$ cat src/rtl/gcs_pkg.sv
`timescale 1ns/1ps
// Package: shared types for the glitch-free clock selector.
// Assumes: state codes are internal; only src_sel codes are visible at ports.
package gcs_pkg;
    typedef enum logic [1:0] {
        ST_RX    = 2'd0,
        ST_TO_TX = 2'd1,
        ST_TO_RX = 2'd2,
        ST_TX    = 2'd3
    } gcs_state_e;

    localparam logic [1:0] SEL_NONE = 2'b00;
    localparam logic [1:0] SEL_RX   = 2'b01;
    localparam logic [1:0] SEL_TX   = 2'b10;
endpackage

$ cat src/rtl/level_sampler.sv
`timescale 1ns/1ps
// Module: level_sampler
// Samples WIDTH asynchronous clock levels through STAGES registers on the
// fast clock. Assumes the consumer tolerates STAGES cycles of latency.
module level_sampler #(
    parameter int WIDTH  = 2,
    parameter int STAGES = 1
) (
    input  logic             clk,
    input  logic             rst_n,
    input  logic [WIDTH-1:0] lvl_in,
    output logic [WIDTH-1:0] lvl_out
);
    logic [WIDTH-1:0] chain_q [STAGES];

    genvar g;
    generate
        for (g = 0; g < STAGES; g++) begin : g_stage
            if (g == 0) begin : g_first
                // capture raw levels
                always_ff @(posedge clk) begin
                    if (!rst_n) chain_q[0] <= '0;
                    else        chain_q[0] <= lvl_in;
                end
            end else begin : g_next
                // shift sampled levels one stage further
                always_ff @(posedge clk) begin
                    if (!rst_n) chain_q[g] <= '0;
                    else        chain_q[g] <= chain_q[g-1];
                end
            end
        end
    endgenerate

    assign lvl_out = chain_q[STAGES-1];
endmodule

$ cat src/rtl/handover_fsm.sv
`timescale 1ns/1ps
// Module: handover_fsm
// Four-state source handover: leaves a source only while it is low, rests in
// a dead-low state, and takes up the new source only while that one is low.
// Assumes rx_mode is synchronous to clk and levels come pre-sampled.
module handover_fsm
    import gcs_pkg::*;
(
    input  logic       clk,
    input  logic       rst_n,
    input  logic       rx_mode,
    input  logic       rx_lvl,
    input  logic       tx_lvl,
    output gcs_state_e state_q,
    output gcs_state_e state_nx
);
    // next-state decision from sampled levels and the mode flag
    always_comb begin
        state_nx = state_q;
        unique case (state_q)
            ST_RX:    if (!rx_mode && !rx_lvl) state_nx = ST_TO_TX;
            ST_TO_TX: if (!tx_lvl)             state_nx = ST_TX;
            ST_TX:    if (rx_mode && !tx_lvl)  state_nx = ST_TO_RX;
            ST_TO_RX: if (!rx_lvl)             state_nx = ST_RX;
            default:                           state_nx = ST_TX;
        endcase
    end

    // state register, reset lands on the transmit source
    always_ff @(posedge clk) begin
        if (!rst_n) state_q <= ST_TX;
        else        state_q <= state_nx;
    end


    rx_leave_chk: assert property (@(posedge clk) disable iff (!rst_n)
        ($past(state_q) == ST_RX && state_q != ST_RX) |-> ($past(!rx_mode) && $past(!rx_lvl)));

    tx_leave_chk: assert property (@(posedge clk) disable iff (!rst_n)
        ($past(state_q) == ST_TX && state_q != ST_TX) |-> ($past(rx_mode) && $past(!tx_lvl)));

    tx_enter_chk: assert property (@(posedge clk) disable iff (!rst_n)
        ($past(state_q) == ST_TO_TX && state_q == ST_TX) |-> $past(!tx_lvl));

    rx_enter_chk: assert property (@(posedge clk) disable iff (!rst_n)
        ($past(state_q) == ST_TO_RX && state_q == ST_RX) |-> $past(!rx_lvl));

    no_rx_to_tx_jump_chk: assert property (@(posedge clk) disable iff (!rst_n)
        (state_q == ST_RX) |=> (state_q != ST_TX));

    no_tx_to_rx_jump_chk: assert property (@(posedge clk) disable iff (!rst_n)
        (state_q == ST_TX) |=> (state_q != ST_RX));
endmodule

$ cat src/rtl/out_stage.sv
`timescale 1ns/1ps
// Module: out_stage
// Registers the selected clock and the source code from the next state, so
// the output changes only on the fast clock edge and never glitches.
// Assumes state_nx only enters a source state while that source is low.
module out_stage
    import gcs_pkg::*;
(
    input  logic       clk,
    input  logic       rst_n,
    input  gcs_state_e state_nx,
    input  logic       rx_lvl,
    input  logic       tx_lvl,
    output logic       clk_out,
    output logic [1:0] src_sel
);
    logic       out_d;
    logic [1:0] sel_d;

    // pick the output level and code for the coming state
    always_comb begin
        unique case (state_nx)
            ST_RX:   begin out_d = rx_lvl; sel_d = SEL_RX;   end
            ST_TX:   begin out_d = tx_lvl; sel_d = SEL_TX;   end
            default: begin out_d = 1'b0;   sel_d = SEL_NONE; end
        endcase
    end

    // output registers
    always_ff @(posedge clk) begin
        if (!rst_n) begin
            clk_out <= 1'b0;
            src_sel <= SEL_TX;
        end else begin
            clk_out <= out_d;
            src_sel <= sel_d;
        end
    end


    dead_low_chk: assert property (@(posedge clk) disable iff (!rst_n)
        (src_sel == SEL_NONE) |-> !clk_out);

    sel_code_chk: assert property (@(posedge clk) disable iff (!rst_n)
        $onehot0(src_sel));
endmodule

$ cat src/rtl/glitchless_clk_sel.sv
`timescale 1ns/1ps
// Module: glitchless_clk_sel (top)
// Selects the receive or transmit bit clock for shared half-duplex logic,
// switching only through a dead-low handover. Assumes both sources are much
// slower than clk_fast and rx_mode is synchronous to clk_fast.
module glitchless_clk_sel
    import gcs_pkg::*;
#(
    parameter int SYNC_STAGES = 1
) (
    input  logic       clk_fast,
    input  logic       rst_n,
    input  logic       rx_mode,
    input  logic       rx_clk,
    input  logic       tx_clk,
    output logic       clk_out,
    output logic [1:0] src_sel
);
    localparam int NUM_SRC = 2;

    logic [NUM_SRC-1:0] lvl_s;
    gcs_state_e         state_q;
    gcs_state_e         state_nx;

    level_sampler #(.WIDTH(NUM_SRC), .STAGES(SYNC_STAGES)) sampler_i (
        .clk     (clk_fast),
        .rst_n   (rst_n),
        .lvl_in  ({tx_clk, rx_clk}),
        .lvl_out (lvl_s)
    );

    handover_fsm fsm_i (
        .clk      (clk_fast),
        .rst_n    (rst_n),
        .rx_mode  (rx_mode),
        .rx_lvl   (lvl_s[0]),
        .tx_lvl   (lvl_s[1]),
        .state_q  (state_q),
        .state_nx (state_nx)
    );

    out_stage out_i (
        .clk      (clk_fast),
        .rst_n    (rst_n),
        .state_nx (state_nx),
        .rx_lvl   (lvl_s[0]),
        .tx_lvl   (lvl_s[1]),
        .clk_out  (clk_out),
        .src_sel  (src_sel)
    );


    handover_commit_tx_chk: assert property (@(posedge clk_fast) disable iff (!rst_n)
        (state_q == ST_TO_TX) |=> (state_q == ST_TO_TX || state_q == ST_TX));

    handover_commit_rx_chk: assert property (@(posedge clk_fast) disable iff (!rst_n)
        (state_q == ST_TO_RX) |=> (state_q == ST_TO_RX || state_q == ST_RX));

    sel_tracks_state_chk: assert property (@(posedge clk_fast) disable iff (!rst_n)
        (state_q == ST_RX) |-> (src_sel == SEL_RX));
endmodule

$ cat config.mk
export PLATFORM = sky130hd
export DESIGN_NAME = glitchless_clk_sel
export DESIGN_NICKNAME = d
export VERILOG_FILES = /design/src/rtl/gcs_pkg.sv /design/src/rtl/level_sampler.sv /design/src/rtl/handover_fsm.sv /design/src/rtl/out_stage.sv /design/src/rtl/glitchless_clk_sel.sv
export SDC_FILE = /design/constraint.sdc
export NUM_CORES = 1
export LEC_CHECK = 0
export BUFFER_PORTS_ARGS = -buffer_cell sky130_fd_sc_hd__buf_2
export CAP_MARGIN = 20
export CORE_AREA = 5 5 42 44
export CTS_BUF_LIST = sky130_fd_sc_hd__clkbuf_4
export CTS_CLUSTER_DIAMETER = 120
export CTS_CLUSTER_SIZE = 30
export DETAILED_ROUTE_END_ITERATION = 6
export DIE_AREA = 0 0 47 49
export REMOVE_ABC_BUFFERS = 1
export SYNTH_ARGS = -nofsm -noshare
export SYNTH_HDL_FRONTEND = slang
export SYNTH_HIERARCHICAL = 1
export SYNTH_SLANG_ARGS = --single-unit
$ cat constraint.sdc
create_clock -name clk_fast -period 1.7 [get_ports clk_fast]
set_clock_uncertainty 0.15 [all_clocks]
set_input_delay 0.34 -clock clk_fast [delete_from_list [all_inputs] [get_ports clk_fast]]
set_output_delay 0.34 -clock clk_fast [all_outputs]
set_load 0.02 [all_outputs]
==> flow_summary.yaml <==
global_routing:
  grt.busiest_layer: "met2"
  grtUsageMet3_pct: 5.54
  overflow: 0
  grt.total_usage_pct: 5.01
  grt_max_degree: 9
  grtUsageMet1_pct: 5.08
  antenna_found_initial: 0
  grt_pass1_wl_um: 752
  globalRouteMet2Util_pct: 6.11
  grt_pass1_vias: 190
critical_path:
  cp.arrival_ns: 1.50
  crit_path_max_fanout: 3
  crit_buf_inv: 1
  endpoint_kind: "register"
  crit_path_max_incr_delay_ns: 0.36
  cp_top_family: "compound AO/OA/AOI/OAI gates"
  cp_cell_sequence: "o21ai_0 -> a21oi_2 -> inv_1 -> ha_1 -> a22oi_1 -> nor3b_2"
  setup.worst_path.class: "register to register"
  crit_required_ns: 1.69
  setup.worst_path.start_class: "register"
  worstSetupStartpoint: "sampler_i/chain_q[0][1]$_SDFF_PN0_"
  cp_slowest_cell: "dfxtp_1"
  r2r_start: "sampler_i/chain_q[0][1]$_SDFF_PN0_"
cells_and_area:
  num-nets-final: 51
  fillCellCount: 155
  n_antenna_cell: 0
  mostFrequentLayoutCells: "7 x dfxtp_1, 7 x buf_2, 4 x clkbuf_4, 4 x inv_1, 4 x ha_1"
  synthToLayoutAreaGrowth_pct: 29.3
  drive_gt1_share_pct: 36.6
timing:
  drv_slew: 0
  fmax_ghz: 0.662
  hold_violations: 0
  finalSetupViolCount: 0
  period_needed_ns: 1.51
  slew-limit-headroom_pct: 81.1
  fin_tns_setup_ns: 0
  rsz0062_at_grt: "false"
  tightestPinTransition_ns: 0.280
  hold_ws_ns: 0.135
  period_share_pct: 88.8
logic_synthesis:
  ys_seq_area_share_pct: 46.3
  synth_seq_cells: 7
  avgSynthCellArea_um2: 10.1
  yosysWarningCount: 6
  synth_cell_types: 12
  netlist_area_um2: 303
  syn_inst: 30
clock_tree:
  postCtsHoldBufs: 0
  ctsRootBufferMaster: "clkbuf_4"
  path_clk_slew_ns: 0.05
  cts_resized: 0
  htreeDepth: 1
  cts.sinks: 7
  cts_tree: "done"
  cts_made_buffers: 3
  cts_setup_buffers: 0
  cts.path.max_buffers: 2
  clk_latency_ns: 0.25
floorplanning:
  rows: 14
  die_y_um: 49
  initial_core_util_pct: 21.6
  coreArea_mm2: 0.00140
  die_x_um: 47
  die-area_mm2: 0.00230
  io_pins: 8
routing:
  viasPerCell: 3.91
  totalWireLength_um: 507
  drt-initial-drc-count: 3
  drcViolationCount: 0
  first_pass_iters: 2
  wl_per_cell_um: 8.89
  vias: 223
  antenna_left: 0
power:
  comb_power_share_pct: 17.9
  p_leak_nw: 0.195
  p_switching_w: 0.000114
  seqPwrFrac_pct: 43.5
  ir_drop_mv: 0.446
  swShare_pct: 26.3
  p_int_w: 0.000319
  power.density_mw_per_mm2: 1100
  p_clk_share_pct: 38.5
status:
  outcome: "finished, final reports clean"
place:
  routabilityCongestion: 0.759
  dp_hpwl_um: 363
  port_buffers: 7
min_path:
  hold_path.startpoint: "rx_clk"
  hp-class: "input port to register"
flow_run:
  maxCapViolations: 0
power groups by stage:
stage	Combinational (W)	Sequential [W]	Clock (W)
6_report	0.0000776	0.000188	0.000167
5_1_grt	0.0000888	0.000190	0.000180
4_1_cts	0.0000764	0.000187	0.000174
3_5_place_dp	0.0000755	0.000190	0
3_3_place_gp	0.0000751	0.000191	0
2_1_floorplan	0.0000473	0.000198	0
cells by family after synthesis:
group                      share of synthesized area, %
AOI/OAI and AO/OA                                  12.8
DFF                                                46.3
and+or+nand+nor                                    19.4
buffers and inverters                              4.96
adders and majority gates                          16.5
cells in the mapped netlist:
library cell / instances / area (um2)
nor3b_2: 1 / 12.5
dfxtp_1: 7 / 140
ha_1: 4 / 50.1
and2_2: 1 / 7.51
o21ai_0: 1 / 5.00
a22oi_1: 2 / 15.0
inv_1: 4 / 15.0
nand2b_1: 2 / 12.5
nor2_1: 2 / 7.51
and2_1: 3 / 18.8
a21oi_2: 1 / 8.76
a21oi_1: 2 / 10.0
final cells by class:
cell class	count	area, um2	share of cell area (%)
inverter	4	15.0	3.83
sequential	7	140	35.8
multi-input combinational	19	151	38.7
tap	16	20.0	5.11
timing repair buffer	7	35.0	8.95
clock buffer	4	30.0	7.67
worst reg2reg max path: cells and delay by family, from the launching register on:
kind / cells / cell delay, ns
buffers and inverters: 1 / 0.08
AO/OA/AOI/OAI: 3 / 0.54
flip-flops: 1 / 0.36
adder cells (fa/ha/maj): 1 / 0.20
AND/OR/NAND/NOR: 1 / 0.06
worst paths after layout:
path / endpoint / slack, ns / cells after the start
max: out_i/clk_out$_SDFF_PN0_ / 0.19 / 6
min: sampler_i/chain_q[0][0]$_SDFF_PN0_ / 0.13 / 2
max reg2reg: out_i/clk_out$_SDFF_PN0_ / 0.19 / 6
min reg2reg: fsm_i/state_q[0]$_SDFF_PN1_ / 0.44 / 2
state kept, by name, indices dropped and copies added, names as in the netlist:
name               flops
fsm_i/state_q          2
out_i/clk_out          1
out_i/src_sel          2
sampler_i/chain_q      2
through the flow:
stage / area, um2 / setup WS, ns / cells / util, % / total power [W]
after floorplan: 303 / 0.245 / 30 / - / 0.000245
after global placement: 358 / 0.0334 / 53 / 25.5 / 0.000266
after detailed placement: 358 / 0.00849 / 53 / 25.5 / 0.000266
after CTS: 388 / 0.104 / 57 / 27.7 / 0.000437
after global routing: 392 / 0.0691 / 57 / 27.9 / 0.000459
final: 392 / 0.190 / 57 / 27.9 / 0.000433
metal layers:
metal	wire length, um	share of wire [%]	up-vias
li1	-	-	117
met1	236	47	96
met2	199	39	10
met3	70	14	0
met4	0	0	0
met5	0	0	-
No activity file was read; power rests on OpenSTA's default activity.
